`config.mk`:
```
export PLATFORM = sky130hd
export DESIGN_NAME = cbr_refresh_seq
export DESIGN_NICKNAME = d
export VERILOG_FILES = /design/src/rtl/cbr_pkg.sv /design/src/rtl/cbr_interval_timer.sv /design/src/rtl/cbr_debt_counter.sv /design/src/rtl/cbr_strobe_fsm.sv /design/src/rtl/cbr_refresh_seq.sv
export SDC_FILE = /design/constraint.sdc
export NUM_CORES = 1
export LEC_CHECK = 0
export BUFFER_PORTS_ARGS = -buffer_cell sky130_fd_sc_hd__buf_4
export CORE_MARGIN = 2
export CORE_UTILIZATION = 23
export DETAILED_ROUTE_END_ITERATION = 8
export SKIP_LAST_GASP = 1
export SLEW_MARGIN = 20
export SYNTH_ARGS = -nofsm -noshare
export SYNTH_HDL_FRONTEND = slang
export SYNTH_HIERARCHICAL = 1
export SYNTH_SLANG_ARGS = --single-unit
```
`constraint.sdc`:
```
create_clock -name clk -period 3.83 [get_ports clk]
set_clock_uncertainty 0.2 [all_clocks]
set_input_delay 0.766 -clock clk [delete_from_list [all_inputs] [get_ports clk]]
set_output_delay 0.766 -clock clk [all_outputs]
set_load 0.01 [all_outputs]
```
`src/rtl/cbr_pkg.sv`:
```
package cbr_pkg;
    typedef enum logic [1:0] {
        ST_IDLE  = 2'd0,
        ST_SETUP = 2'd1,
        ST_RASLO = 2'd2,
        ST_PRECH = 2'd3
    } cbr_state_e;
endpackage

```
`src/rtl/cbr_interval_timer.sv`:
```
module cbr_interval_timer #(
    parameter int INTERVAL = 1560
) (
    input  logic clk,
    input  logic rst_n,
    input  logic en_i,
    output logic tick_o
);
    localparam int TW = $clog2(INTERVAL);

    typedef struct packed {
        logic [TW-1:0] cnt;
    } tmr_t;

    tmr_t r_q, r_d;

    always_comb begin
        r_d    = r_q;
        tick_o = 1'b0;
        if (!en_i) begin
            r_d.cnt = TW'(INTERVAL - 1);
        end else if (r_q.cnt == '0) begin
            tick_o  = 1'b1;
            r_d.cnt = TW'(INTERVAL - 1);
        end else begin
            r_d.cnt = r_q.cnt - 1'b1;
        end
    end

    always_ff @(posedge clk or negedge rst_n) begin
        if (!rst_n) r_q <= '{cnt: TW'(INTERVAL - 1)};
        else        r_q <= r_d;
    end

    // checker: cycles elapsed since enable or since the previous tick
    logic [TW-1:0] gap_q;
    always_ff @(posedge clk or negedge rst_n) begin
        if (!rst_n)                gap_q <= '0;
        else if (!en_i || tick_o)  gap_q <= '0;
        else                       gap_q <= gap_q + 1'b1;
    end

    p_tick_spacing_r8: assert property (@(posedge clk) disable iff (!rst_n)
        tick_o |-> (gap_q == TW'(INTERVAL - 1)));
endmodule

```
`src/rtl/cbr_debt_counter.sv`:
```
module cbr_debt_counter #(
    parameter int DEBT_W = 4
) (
    input  logic              clk,
    input  logic              rst_n,
    input  logic              inc_i,
    input  logic              dec_i,
    output logic [DEBT_W-1:0] pending_o
);
    localparam logic [DEBT_W-1:0] MAXV = {DEBT_W{1'b1}};

    typedef struct packed {
        logic [DEBT_W-1:0] cnt;
    } debt_t;

    debt_t r_q, r_d;

    always_comb begin
        r_d = r_q;
        unique case ({inc_i, dec_i})
            2'b10:   if (r_q.cnt != MAXV) r_d.cnt = r_q.cnt + 1'b1;
            2'b01:   if (r_q.cnt != '0)   r_d.cnt = r_q.cnt - 1'b1;
            default: r_d.cnt = r_q.cnt;
        endcase
    end

    always_ff @(posedge clk or negedge rst_n) begin
        if (!rst_n) r_q <= '0;
        else        r_q <= r_d;
    end

    assign pending_o = r_q.cnt;

    p_debt_hold_at_max_r11: assert property (@(posedge clk) disable iff (!rst_n)
        (pending_o == MAXV && inc_i && !dec_i) |=> (pending_o == MAXV));

    p_no_underflow_r9: assert property (@(posedge clk) disable iff (!rst_n)
        dec_i |-> (pending_o != '0));
endmodule

```
`src/rtl/cbr_strobe_fsm.sv`:
```
module cbr_strobe_fsm
    import cbr_pkg::*;
#(
    parameter int CSR_CYC     = 1,
    parameter int RAS_CYC     = 9,
    parameter int RP_CYC      = 5,
    parameter int INIT_CYCLES = 8,
    parameter int DEBT_W      = 4
) (
    input  logic              clk,
    input  logic              rst_n,
    input  logic              grant_i,
    input  logic              tick_i,
    input  logic [DEBT_W-1:0] pending_i,
    output logic              done_o,
    output logic              busy_o,
    output logic              init_done_o,
    output logic              ras_n_o,
    output logic              cas_n_o,
    output logic              we_n_o
);
    localparam int MAXC = (RAS_CYC > CSR_CYC) ?
                          ((RAS_CYC > RP_CYC) ? RAS_CYC : RP_CYC) :
                          ((CSR_CYC > RP_CYC) ? CSR_CYC : RP_CYC);
    localparam int CW   = $clog2(MAXC + 1);
    localparam int IW   = $clog2(INIT_CYCLES + 1);

    typedef struct packed {
        cbr_state_e    state;
        logic [CW-1:0] cnt;
        logic [IW-1:0] init_cnt;
        logic          init_done;
    } fsm_t;

    fsm_t r_q, r_d;
    logic cycle_end;
    logic last_init;
    logic again;
    logic owed;

    always_comb begin
        r_d       = r_q;
        cycle_end = 1'b0;
        last_init = 1'b0;
        again     = 1'b0;
        owed      = !r_q.init_done || (pending_i != '0);
        unique case (r_q.state)
            ST_IDLE: begin
                if (grant_i && owed) begin
                    r_d.state = ST_SETUP;
                    r_d.cnt   = CW'(CSR_CYC - 1);
                end
            end
            ST_SETUP: begin
                if (r_q.cnt == '0) begin
                    r_d.state = ST_RASLO;
                    r_d.cnt   = CW'(RAS_CYC - 1);
                end else begin
                    r_d.cnt = r_q.cnt - 1'b1;
                end
            end
            ST_RASLO: begin
                if (r_q.cnt == '0) begin
                    r_d.state = ST_PRECH;
                    r_d.cnt   = CW'(RP_CYC - 1);
                end else begin
                    r_d.cnt = r_q.cnt - 1'b1;
                end
            end
            ST_PRECH: begin
                if (r_q.cnt == '0) begin
                    cycle_end = 1'b1;
                    if (!r_q.init_done) begin
                        if (r_q.init_cnt == IW'(INIT_CYCLES - 1)) begin
                            last_init     = 1'b1;
                            r_d.init_done = 1'b1;
                        end else begin
                            r_d.init_cnt = r_q.init_cnt + 1'b1;
                        end
                        again = grant_i && !last_init;
                    end else begin
                        again = grant_i && ((pending_i > DEBT_W'(1)) || tick_i);
                    end
                    r_d.state = again ? ST_SETUP : ST_IDLE;
                    r_d.cnt   = CW'(CSR_CYC - 1);
                end else begin
                    r_d.cnt = r_q.cnt - 1'b1;
                end
            end
            default: r_d.state = ST_IDLE;
        endcase
    end

    always_ff @(posedge clk or negedge rst_n) begin
        if (!rst_n) r_q <= '{state: ST_IDLE, cnt: '0, init_cnt: '0, init_done: 1'b0};
        else        r_q <= r_d;
    end

    assign done_o      = cycle_end && r_q.init_done;
    assign busy_o      = (r_q.state != ST_IDLE);
    assign init_done_o = r_q.init_done;
    assign ras_n_o     = (r_q.state != ST_RASLO);
    assign cas_n_o     = !((r_q.state == ST_SETUP) || (r_q.state == ST_RASLO));
    assign we_n_o      = 1'b1;

    // checker-side run-length counters on the strobe pins
    logic [CW:0] lo_q, hi_q;
    logic        seen_q;
    always_ff @(posedge clk or negedge rst_n) begin
        if (!rst_n) begin
            lo_q   <= '0;
            hi_q   <= '0;
            seen_q <= 1'b0;
        end else begin
            lo_q <= !ras_n_o ? ((lo_q == (CW+1)'(MAXC)) ? lo_q : lo_q + 1'b1) : '0;
            hi_q <= ras_n_o  ? ((hi_q == (CW+1)'(RP_CYC)) ? hi_q : hi_q + 1'b1) : '0;
            if (!ras_n_o) seen_q <= 1'b1;
        end
    end

    p_cas_leads_ras_r3: assert property (@(posedge clk) disable iff (!rst_n)
        $fell(ras_n_o) |-> (!cas_n_o && $past(!cas_n_o)));

    p_cas_held_r3: assert property (@(posedge clk) disable iff (!rst_n)
        !ras_n_o |-> !cas_n_o);

    p_ras_width_r4: assert property (@(posedge clk) disable iff (!rst_n)
        $rose(ras_n_o) |-> (lo_q == (CW+1)'(RAS_CYC)));

    p_precharge_r5: assert property (@(posedge clk) disable iff (!rst_n)
        ($fell(ras_n_o) && seen_q) |-> (hi_q >= (CW+1)'(RP_CYC)));

    p_idle_strobes_r2: assert property (@(posedge clk) disable iff (!rst_n)
        !busy_o |-> (ras_n_o && cas_n_o));

    p_start_needs_grant_r2: assert property (@(posedge clk) disable iff (!rst_n)
        $rose(busy_o) |-> $past(grant_i));

    p_init_sticky_r7: assert property (@(posedge clk) disable iff (!rst_n)
        init_done_o |=> init_done_o);
endmodule

```
`src/rtl/cbr_refresh_seq.sv`:
```
module cbr_refresh_seq #(
    parameter int CSR_CYC     = 1,
    parameter int RAS_CYC     = 9,
    parameter int RP_CYC      = 5,
    parameter int INIT_CYCLES = 8,
    parameter int INTERVAL    = 1560,
    parameter int DEBT_W      = 4
) (
    input  logic              clk,
    input  logic              rst_n,
    input  logic              grant_i,
    output logic              req_o,
    output logic              busy_o,
    output logic              init_done_o,
    output logic [DEBT_W-1:0] pending_o,
    output logic              ras_n_o,
    output logic              cas_n_o,
    output logic              we_n_o
);
    logic tick;
    logic done;

    cbr_interval_timer #(.INTERVAL(INTERVAL)) u_timer (
        .clk    (clk),
        .rst_n  (rst_n),
        .en_i   (init_done_o),
        .tick_o (tick)
    );

    cbr_debt_counter #(.DEBT_W(DEBT_W)) u_debt (
        .clk       (clk),
        .rst_n     (rst_n),
        .inc_i     (tick),
        .dec_i     (done),
        .pending_o (pending_o)
    );

    cbr_strobe_fsm #(
        .CSR_CYC     (CSR_CYC),
        .RAS_CYC     (RAS_CYC),
        .RP_CYC      (RP_CYC),
        .INIT_CYCLES (INIT_CYCLES),
        .DEBT_W      (DEBT_W)
    ) u_fsm (
        .clk         (clk),
        .rst_n       (rst_n),
        .grant_i     (grant_i),
        .tick_i      (tick),
        .pending_i   (pending_o),
        .done_o      (done),
        .busy_o      (busy_o),
        .init_done_o (init_done_o),
        .ras_n_o     (ras_n_o),
        .cas_n_o     (cas_n_o),
        .we_n_o      (we_n_o)
    );

    assign req_o = busy_o || !init_done_o || (pending_o != '0);

    p_req_covers_busy_r8: assert property (@(posedge clk) disable iff (!rst_n)
        busy_o |-> req_o);
endmodule

```
==> impl_metrics.json, run 1 <==
{
  "cp.arrival_ps": 2920,
  "global_route.usage.met3_pct": 1.251,
  "netlist-cell-type-count": 53,
  "first_global_vias": 1065,
  "synthFlopType": "dfrtp_1",
  "min_path_type": "input pin to asynchronous set/reset pin",
  "worstRegToRegCells": 9,
  "die_area_mm2": 0.007368,
  "clock_path_buffers": 2,
  "seq_area_um2": 658.1,
  "cts_resized": 0,
  "routed_wire_length_per_instance_um": 11.98,
  "core_region_area_mm2": 0.006422,
  "power.density_mw_per_mm2": 569.6,
  "top_usage_layer": "met2",
  "cts.htree.levels": 1,
  "tritoncts": "done",
  "critical_path.max_fanout": 11,
  "vdd_ir_drop_max_mv": 0.3034,
  "antenna_found_initial": 0,
  "worst_pin_slew_ps": 500.9,
  "floorplan.initialDensity_pct": 23.98,
  "hold_viol_final": 0,
  "gp_congestion": 0.7533,
  "reg2reg_from": "u_timer/r_q[5]$_DFF_PN0_",
  "multiInputGateArea_um2": 802.0,
  "insertion_delay_ps": 270,
  "numCtsBuffers": 3,
  "grt_first_pass_wirelength_mm": 4.912,
  "grt_max_degree": 27,
  "layout.cells.most_common": "dfrtp_1",
  "setup_total_negative_slack_ps": 0,
  "timing.setup.critical_path_class": "register to register",
  "finish.cell_count_without_fillers": 237,
  "final-setup-viol-count": 0,
  "grt_use_met2_pct": 13.42,
  "cts_sinks": 26,
  "max_freq_ghz": 0.3375,
  "die_w_um": 85.84,
  "critPathRequiredTime_ps": 3790,
  "fin_crit_sh_pct": 77.37,
  "die-height_um": 85.84,
  "post-place-cells": 233,
  "synth-async-reset-ratio_pct": 100.0,
  "min_period_ps": 2963,
  "via_count": 1112,
  "synth-edff-count": 0,
  "drv_cap": 0,
  "endpoint_kind": "register",
  "yosys_register_bits": 26,
  "detail_route.iter0.violations": 38,
  "postLayoutCoreUtil_pct": 27.45,
  "fillerInstances": 650,
  "detail-route-antenna-nets": 0,
  "detailedRoute.firstPassIterationCount": 4,
  "globalRouteOverflowTotal": 0,
  "r2r_end": "u_debt/pending_o[2]$_DFFE_PN0P_",
  "crit_path_start_kind": "register",
  "cts-root-buf": "clkbuf_8",
  "synth_nets": 161,
  "number_of_rows_created_at_floorplan": 29,
  "synth.avg_cell_area_um2": 10.34,
  "most-common-layout-cells": "20 x dfrtp_1, 14 x inv_1, 11 x buf_4",
  "cts-hold-fix-buffers": 0,
  "cellLeakagePower_nw": 0.7354,
  "globalRouteMet1Util_pct": 10.83,
  "grt.total_usage_pct": 8.094,
  "clk_pin_slew_worst_paths_ps": 90,
  "layout_overhead_on_the_synthesized_area_pct": 14.46,
  "final_layout_size_suffix_gt1_share_pct": 21.25,
  "synth-seq-area-share_pct": 42.73,
  "ys_warn_count": 6,
  "drcViolationCount": 0,
  "finalNetCount": 173,
  "ios": 13,
  "detailed_place_hpwl_mm": 2.092,
  "syn-cell-area_mm2": 0.001540,
  "reg2reg_slack_ps": 870,
  "grt_setup_unrepaired": "false",
  "insertedDiodeCount": 0,
  "detail_route.vias_per_cell": 4.692,
  "hold_ws_ps": 185.9,
  "drv_slew": 0,
  "synth_cells": 149,
  "slew-limit-headroom_pct": 66.35,
  "outcome": "complete, no violations",
  "drt_wl_total_mm": 2.839,
  "port_buffers": 11,
  "postCtsSetupBuffers": 0
}
==> per-stage QoR <==
step	cell area, um^2	total power [mW]	setup WS (ps)
2_1_floorplan	1540	0.6663	1144
3_3_place_gp	1692	0.7782	937.8
3_5_place_dp	1692	0.7867	895.7
4_1_cts	1763	1.022	868.1
5_1_grt	1763	1.086	739.7
6_report	1763	1.004	866.6
==> power breakdown <==
part	total [mW]	leakage (nW)	switching, mW	internal [mW]
sequential	0.391	0.328	0.0599	0.331
clock	0.227	0.0357	0.0868	0.140
combinational	0.386	0.372	0.204	0.182
total	1.00	0.735	0.351	0.654
==> cell usage after synthesis, drive strengths merged (2+ instances only) <==
cell type | count | area share (%)
or2 | 2 | 0.81
a31oi | 4 | 1.6
a21oi | 5 | 1.9
a21o | 2 | 0.97
o41ai | 2 | 1.1
dfstp | 6 | 10
dfrtp | 20 | 32
nor3b | 2 | 1.3
or4 | 4 | 2.7
o21ai | 9 | 3.2
mux2 | 2 | 1.7
inv | 14 | 3.4
o31ai | 7 | 3.7
nor3 | 5 | 1.6
mux2i | 2 | 1.3
nor2 | 3 | 0.73
or3 | 3 | 1.2
xnor2 | 7 | 4.0
buf | 3 | 1.5
nand2b | 3 | 1.2
ha | 9 | 7.3
nor4 | 5 | 3.0
nand2 | 8 | 1.9
nand4 | 2 | 0.81
nor2b | 2 | 0.81
==> how the worst max path moves through the flow <==
stage                                  start                              end  slack (ps)
global placement    u_timer/r_q[5]$_DFF_PN0_  u_debt/pending_o[2]$_DFFE_PN0P_         940
floorplan           u_timer/r_q[7]$_DFF_PN0_  u_debt/pending_o[2]$_DFFE_PN0P_        1140
detailed placement  u_timer/r_q[5]$_DFF_PN0_  u_debt/pending_o[2]$_DFFE_PN0P_         900
finish              u_timer/r_q[5]$_DFF_PN0_  u_debt/pending_o[2]$_DFFE_PN0P_         870
global route        u_timer/r_q[3]$_DFF_PN0_  u_debt/pending_o[2]$_DFFE_PN0P_         740
CTS                 u_timer/r_q[5]$_DFF_PN0_  u_debt/pending_o[2]$_DFFE_PN0P_         870
==> cell families (layout without fill, tap and decap cells) <==
| group | count (synthesis) | count (layout) | share of synthesized area, % |
|---|---|---|---|
| DFF | 26 | 26 | 42.73 |
| AOI/OAI and AO/OA | 36 | 36 | 16.25 |
| and+or+nand+nor | 47 | 47 | 20.71 |
| buffers and inverters | 18 | 29 | 5.199 |
| other | 1 | 1 | 0.2435 |
| adders and majority gates | 9 | 9 | 7.311 |
| xor gates and xnor gates | 8 | 8 | 4.549 |
| muxes | 4 | 4 | 3.005 |
==> worst max-delay path, stage by stage, from the launching register on <==
cell and delay (ps):
dfrtp_1 400, or4_4 620, or2_2 330, nor3_1 260, nand2b_1 260, xnor2_1 90, ha_1 200, nor4_1 260
a31oi_1 80, xnor2_1 140
==> state kept, by name (all words and copies together), names as in the netlist <==
signal             flops
u_fsm/r_q             10
u_timer/r_q           11
u_debt/pending_o       4
u_fsm/init_done_o      1
==> area by class of cell <==
| type | count | share of cell area, % |
|---|---|---|
| Multi-Input combinational cell | 105 | 45.49 |
| Sequential cell | 26 | 37.33 |
| Tap cell | 77 | 5.465 |
| Timing Repair Buffer | 11 | 4.684 |
| Inverter | 14 | 2.981 |
| Clock buffer | 3 | 2.342 |
| Clock inverter | 1 | 1.703 |
==> metal layers <==
layer  up-vias  share of wire [%]
met3         6                1.5
met4         0                1.1
li1        566                  -
met2         5                 47
met5         -                  0
met1       535                 50
Note: power is estimated with default switching activity, not from simulation.
==> run 2, diff against run 1 <==
Clock period 3.83 ns to 2.7 ns, I/O delays scaled along.
==> run 2 against run 1 <==
  * Die area is the same
  * Sequential power grew 40%
  * Routed wire length grew 4.8%
  * Final area grew 4.9%
  * Largest power group is now combinational cells
  * Clock-buffer cell count grew 1
  * Cell count grew 4.6%
  * Clock power grew 2%
==> impl_metrics.json, run 2 (same netlist as run 1, synthesis figures left out) <==
{
  "layout_setup_ws_ps": 127.8,
  "drv_cap": 0,
  "die_area_mm2": 0.007368,
  "crit_slowest_cell": "or4_4",
  "cp.arrival_ps": 2530,
  "hold_end": "u_timer/r_q[0]$_DFF_PN1_",
  "detailed_place_hpwl_mm": 2.124,
  "die-height_um": 85.84,
  "port_buffers": 11,
  "critical_path.max_fanout": 2,
  "hold_path_startpoint": "u_timer/r_q[0]$_DFF_PN1_",
  "worstRegToRegCells": 9,
  "final-setup-viol-count": 0,
  "drcViolationCount": 0,
  "cts_sinks": 26,
  "grt.total_usage_pct": 8.295,
  "routedLengthMet1_mm": 1.449,
  "floorplan.initialDensity_pct": 23.98,
  "r2r_end": "u_debt/pending_o[2]$_DFFE_PN0P_",
  "max_freq_ghz": 0.3888,
  "detail-route-antenna-nets": 0,
  "reg2reg_from": "u_timer/r_q[5]$_DFF_PN0_",
  "cp_cell_sequence": "or4_4 > or2_2 > nor3_4 > nand2b_4 > xnor2_1 > ha_2 > nor4_2 > a31oi_1 > xnor2_1",
  "antenna_found_initial": 0,
  "min_period_ps": 2572,
  "crit_family": "simple AND/OR/NAND/NOR gates",
  "drv_slew": 0,
  "power.density_mw_per_mm2": 726.5,
  "insertion_delay_ps": 270,
  "grt_first_pass_wirelength_mm": 4.961,
  "clk_pin_slew_worst_paths_ps": 90,
  "crit_path_buffers_inverters": 0,
  "insertedDiodeCount": 0,
  "switching_share_pct": 37.25,
  "die_w_um": 85.84,
  "crit_path_start_kind": "register",
  "routed_wire_length_per_instance_um": 12.00,
  "number_of_rows_created_at_floorplan": 29,
  "outcome": "complete, no violations",
  "placedInstanceArea_mm2": 0.001767,
  "detail_route.vias_per_cell": 4.806,
  "reg2reg_slack_ps": 130,
  "crit_path_frequent_cell": "xnor2_1",
  "detailedRoute.firstPassIterationCount": 4,
  "detail_route.iter0.violations": 70,
  "gp_congestion": 0.8340,
  "numCtsBuffers": 3,
  "registers.top_by_ff_count": "u_timer/r_q",
  "power.net_switching_uw": 500.5,
  "min_path_type": "register to register",
  "layout_overhead_on_the_synthesized_area_pct": 20.06,
  "drt_wl_total_mm": 2.975,
  "worst_pin_slew_ps": 501.1,
  "most-common-layout-cells": "21 x buf_4, 20 x dfrtp_1, 14 x inv_1",
  "fillerInstances": 650,
  "critPathRequiredTime_ps": 2660,
  "final_cell_area_mm2": 0.001849,
  "final_layout_size_suffix_gt1_share_pct": 27.49,
  "cts-root-buf": "clkbuf_8",
  "clock_path_buffers": 2,
  "max_layer_used": "met4",
  "power_report.internal_total_uw": 843.0,
  "first_global_vias": 1104,
  "number_of_flip_flops_in_the_largest_register": 11,
  "finalNetCount": 184,
  "slew-limit-headroom_pct": 66.34,
  "via_count": 1192,
  "met3WireLength_um": 63,
  "layout.cells.most_common": "buf_4",
  "cellLeakagePower_nw": 0.7897,
  "vdd_ir_drop_max_mv": 0.3987,
  "hold_viol_final": 0,
  "hold_ws_ps": 265.4,
  "tritoncts": "done",
  "sequentialPowerShare_pct": 40.7,
  "postLayoutCoreUtil_pct": 28.79,
  "power.clock.fraction_pct": 17.3,
  "routed-wl-met2_mm": 1.411,
  "totalPowerFinal_mw": 1.344,
  "timing.hold.worst_path_depth": 1,
  "ios": 13,
  "grt_max_degree": 27,
  "comb_power_share_pct": 42.1,
  "fin_crit_sh_pct": 95.27,
  "globalRouteOverflowTotal": 0,
  "worst_path_largest_cell_delay_ps": 530,
  "place_worst_setup_slack_ps": 38.53,
  "cts.htree.levels": 1,
  "endpoint_kind": "register",
  "core_region_area_mm2": 0.006422,
  "timing.setup.critical_path_class": "register to register"
}
[run 2: cell count changes in the layout (fill, tap and decap cells not counted), sizes merged]
cell / previous run / this run
buf: 11 / 21
bufinv: 1 / 0
clkbuf: 3 / 4
dlygate4sd3: 0 / 1
[run 2: worst max-delay path by stage]
stage | endpoint | cells after the start | start | slack [ps]
4_1_cts | u_debt/pending_o[2]$_DFFE_PN0P_ | 9 | u_timer/r_q[5]$_DFF_PN0_ | 20
3_3_place_gp | u_debt/pending_o[2]$_DFFE_PN0P_ | 9 | u_timer/r_q[5]$_DFF_PN0_ | 100
3_5_place_dp | u_debt/pending_o[2]$_DFFE_PN0P_ | 9 | u_timer/r_q[5]$_DFF_PN0_ | 40
5_1_grt | u_debt/pending_o[2]$_DFFE_PN0P_ | 9 | u_timer/r_q[5]$_DFF_PN0_ | -3
6_report | u_debt/pending_o[2]$_DFFE_PN0P_ | 9 | u_timer/r_q[5]$_DFF_PN0_ | 130
2_1_floorplan | u_debt/pending_o[2]$_DFFE_PN0P_ | 9 | u_timer/r_q[7]$_DFF_PN0_ | 10
[run 2: final cells by class]
type	count	area (um^2)	share of cell area [%]
Timing Repair Buffer	22	167.7	9.066
Inverter	14	52.55	2.842
Sequential cell	26	658.1	35.59
Clock buffer	4	45.04	2.436
Multi-Input combinational cell	105	829.5	44.86
Tap cell	77	96.34	5.210
[run 2: per-stage QoR]
stage,setup TNS [ps],cells
after floorplan,0,149
after global placement,0,243
after detailed placement,0,243
after CTS,0,248
after global routing,-3.332,248
final,0,248
[run 2: timing repair]
action,CTS,global route
hold buffers,1,0
gates resized for setup,0,5
endpoints found under the hold margin,20,0
setup buffers,0,0
setup endpoints to repair,0,1
[run 2: worst register-to-register path, cell delays in order, from the launching register on]
cell and delay (ps):
dfrtp_1 390, or4_4 530, or2_2 340, nor3_4 130, nand2b_4 150, xnor2_1 60
ha_2 200, nor4_2 240, a31oi_1 80, xnor2_1 130
[run 2: power by group through the flow]
stage	registers, mW	logic (mW)	clock network, mW
after floorplan	0.542	0.403	0
after global placement	0.553	0.563	0
after detailed placement	0.554	0.564	0
after CTS	0.547	0.569	0.239
after global routing	0.560	0.645	0.257
final	0.546	0.565	0.232
[run 2: routing by layer]
layer | track usage, % | vias to the layer above
met5 | 0 | -
met4 | 3.463 | 0
met3 | 1.444 | 6
met2 | 13.28 | 11
met1 | 11.06 | 588
li1 | - | 587
==> run 3, diff against run 2 <==
Settings changed: SYNTH_HIERARCHICAL 1 to default.
==> run 3 against run 2 <==
  * Non-clock buffer count shrank 9
  * Register-to-register slack improved by 440 ps
  * Fmax grew 5.1%
  * Core utilization is 1.9 points lower
  * Hold slack got worse by 4.9 ps
  * Final area is 2.9% lower
  * Critical path depth fell by 4
  * Via count down 7.6%
  * Clock power up 9.1%
  * Synthesized cell count grew 6.0%
  * Critical path type is now register to output port
  * Critical endpoint is now req_o
  * Largest power group is now registers
==> impl_metrics.json, run 3 <==
{
  "outcome": "complete, no violations",
  "worst_pin_slew_ps": 545.7,
  "max_layer_used": "met4",
  "critPathRequiredTime_ps": 1960,
  "timing.setup.critical_path_class": "register to output port",
  "layout.cells.most_common": "dfrtp_1",
  "synth-edff-count": 0,
  "vdd_ir_drop_max_mv": 0.2003,
  "netlist-cell-type-count": 42,
  "cts_sinks": 26,
  "min_period_ps": 2447,
  "synth.avg_cell_area_um2": 9.915,
  "endpoint_kind": "output port",
  "yosys_register_bits": 26,
  "grt_setup_unrepaired": "false",
  "routedLengthMet1_mm": 1.431,
  "routed_wire_length_per_instance_um": 10.94,
  "port_buffers": 11,
  "finalNetCount": 187,
  "max_freq_ghz": 0.4087,
  "synth-seq-area-share_pct": 42.01,
  "grt_max_degree": 27,
  "synth_top_cells_by_count": "20 x dfrtp_1, 16 x nand2_1, 16 x nor2_1, 14 x inv_1, 12 x ha_1",
  "place_worst_setup_slack_ps": 561.1,
  "syn-cell-area_mm2": 0.001567,
  "synth_cells": 158,
  "grt_first_pass_wirelength_mm": 4.843,
  "grt.total_usage_pct": 8.054,
  "globalRouteOverflowTotal": 0,
  "tritoncts": "done",
  "cp.arrival_ps": 1710,
  "multiInputGateArea_um2": 829.5,
  "insertion_delay_ps": 270,
  "detailed_place_hpwl_mm": 2.056,
  "fin_crit_sh_pct": 90.61,
  "synth_nets": 173,
  "core_region_area_mm2": 0.006681,
  "insertedDiodeCount": 0,
  "via_count": 1102,
  "detail_route.iter0.violations": 46,
  "cts_resized": 0,
  "synthMostInstantiatedCell": "dfrtp_1",
  "registers.top_by_ff_count": "u_timer.r_q",
  "floorplan.initialDensity_pct": 23.45,
  "min_path_type": "register to register",
  "detail_route.vias_per_cell": 4.390,
  "clock_path_buffers": 2,
  "yosysTopAreaCellShare_pct": 31.95,
  "ys_warn_count": 0,
  "critical_path.max_fanout": 7,
  "cellLeakagePower_nw": 0.7649,
  "layout_overhead_on_the_synthesized_area_pct": 14.62,
  "synth-async-reset-ratio_pct": 100.0,
  "power.density_mw_per_mm2": 747.1,
  "setup_total_negative_slack_ps": 0,
  "drv_slew": 0,
  "numCtsBuffers": 3,
  "final-setup-viol-count": 0,
  "die_area_mm2": 0.007487,
  "post-place-cells": 246,
  "number_of_flip_flops_in_the_largest_register": 11,
  "cts.htree.levels": 1,
  "seq_area_um2": 658.1,
  "detailedRoute.firstPassIterationCount": 4,
  "final_layout_size_suffix_gt1_share_pct": 18.13,
  "die_w_um": 86.53,
  "cts-root-buf": "clkbuf_8",
  "die-height_um": 86.53,
  "number_of_rows_created_at_floorplan": 30,
  "slew-limit-headroom_pct": 63.16,
  "first_global_vias": 1077,
  "antenna_found_initial": 0,
  "cell_accounting_for_the_most_synthesized_area": "dfrtp_1",
  "finish.cell_count_without_fillers": 251,
  "ios": 13,
  "gp_congestion": 0.7440,
  "routed-wl-met2_mm": 1.183,
  "synthFlopType": "dfrtp_1",
  "drv_cap": 0,
  "met3WireLength_um": 80,
  "detail-route-antenna-nets": 0,
  "clk_pin_slew_worst_paths_ps": 90,
  "most-common-layout-cells": "20 x dfrtp_1, 16 x nor2_1, 16 x nand2_1",
  "drt_wl_total_mm": 2.745,
  "drcViolationCount": 0,
  "layout_setup_ws_ps": 253.5,
  "synth.area.top_cells": "dfrtp_1 32%, dfstp_2 10%, ha_1 9.6%",
  "fillerInstances": 712,
  "hold_viol_final": 0,
  "postCtsSetupBuffers": 0,
  "crit_path_start_kind": "register"
}
-- run 3: changes by cell type in the layout (fill, tap and decap cells not counted), sizes merged, moves of 3 or more --
cell and change:
o21ai -4, ha +3, nand4bb +3, nor2 +13
or4 -3, xnor2 +4, o31ai -5, nand3 +4
nand2 +8, buf -9
-- run 3: worst paths after layout --
check                                              start  slack (ps)  cells after the start                               to
worst max register to register  u_timer.r_q[5]$_DFF_PN0_         570                      5  u_debt.pending_o[3]$_DFFE_PN0P_
min in group asynchronous                          rst_n         510                      2         u_timer.r_q[5]$_DFF_PN0_
worst min register to register  u_timer.r_q[0]$_DFF_PN1_         260                      1         u_timer.r_q[0]$_DFF_PN1_
worst max-delay path            u_fsm.r_q[9]$_DFFE_PN0P_         250                      5                            req_o
max in group asynchronous                          rst_n        1490                      2         u_timer.r_q[1]$_DFF_PN1_
worst min-delay path            u_timer.r_q[0]$_DFF_PN1_         260                      1         u_timer.r_q[0]$_DFF_PN1_
-- run 3: per-stage QoR --
| step | utilization, % | power (mW) | hold slack, ps | area [um^2] |
|---|---|---|---|---|
| finish | 26.87 | 1.341 | 260.5 | 1795 |
| floorplan | - | 0.9402 | 44.41 | 1567 |
| detailed placement | 25.90 | 1.102 | 242.6 | 1730 |
| global route | 26.87 | 1.474 | 280.6 | 1795 |
| CTS | 26.87 | 1.366 | 266.3 | 1795 |
| global placement | 25.90 | 1.094 | 238.5 | 1730 |
-- run 3: what timing repair did --
item / 4_1_cts / 5_1_grt
setup endpoints to repair: 0 / 0
endpoints found under the hold margin: 20 / 0
hold buffers: 1 / 0
-- run 3: routing by layer --
layer | global-route usage (%) | vias up
li1 | - | 564
met1 | 11.07 | 521
met2 | 12.24 | 13
met3 | 1.714 | 4
met4 | 3.409 | 0
met5 | 0 | -
-- run 3: power by group --
group          internal (mW)  switching (mW)  total (mW)  leakage (nW)
sequential             0.472          0.0726       0.545         0.328
combinational          0.245           0.299       0.544         0.408
clock                  0.130           0.122       0.253        0.0288
total                  0.847           0.494        1.34         0.765
-- run 3: logic make-up after synthesis --
kind of cell    Yosys count  share of synthesized area, %
flops                    26                         42.01
compound gates           22                         9.824
other cells               1                        0.2394
fa+ha+maj                12                         9.584
xor+xnor                 14                         7.828
simple gates             62                         22.68
mux                       3                         2.795
buf+inv                  18                         5.032
-- run 3: critical path: stages, from the launching register on --
cell and delay (ps):
dfrtp_1 450, inv_1 110, ha_1 310, inv_1 130
or2_2 310, buf_4 150
-- run 3: area by class of cell --
class	instances	share of cell area [%]
sequential	26	36.66
multi-input combinational	114	46.20
timing repair buffer	13	5.575
clock buffer	4	3.066
tap	80	5.575
inverter	14	2.927
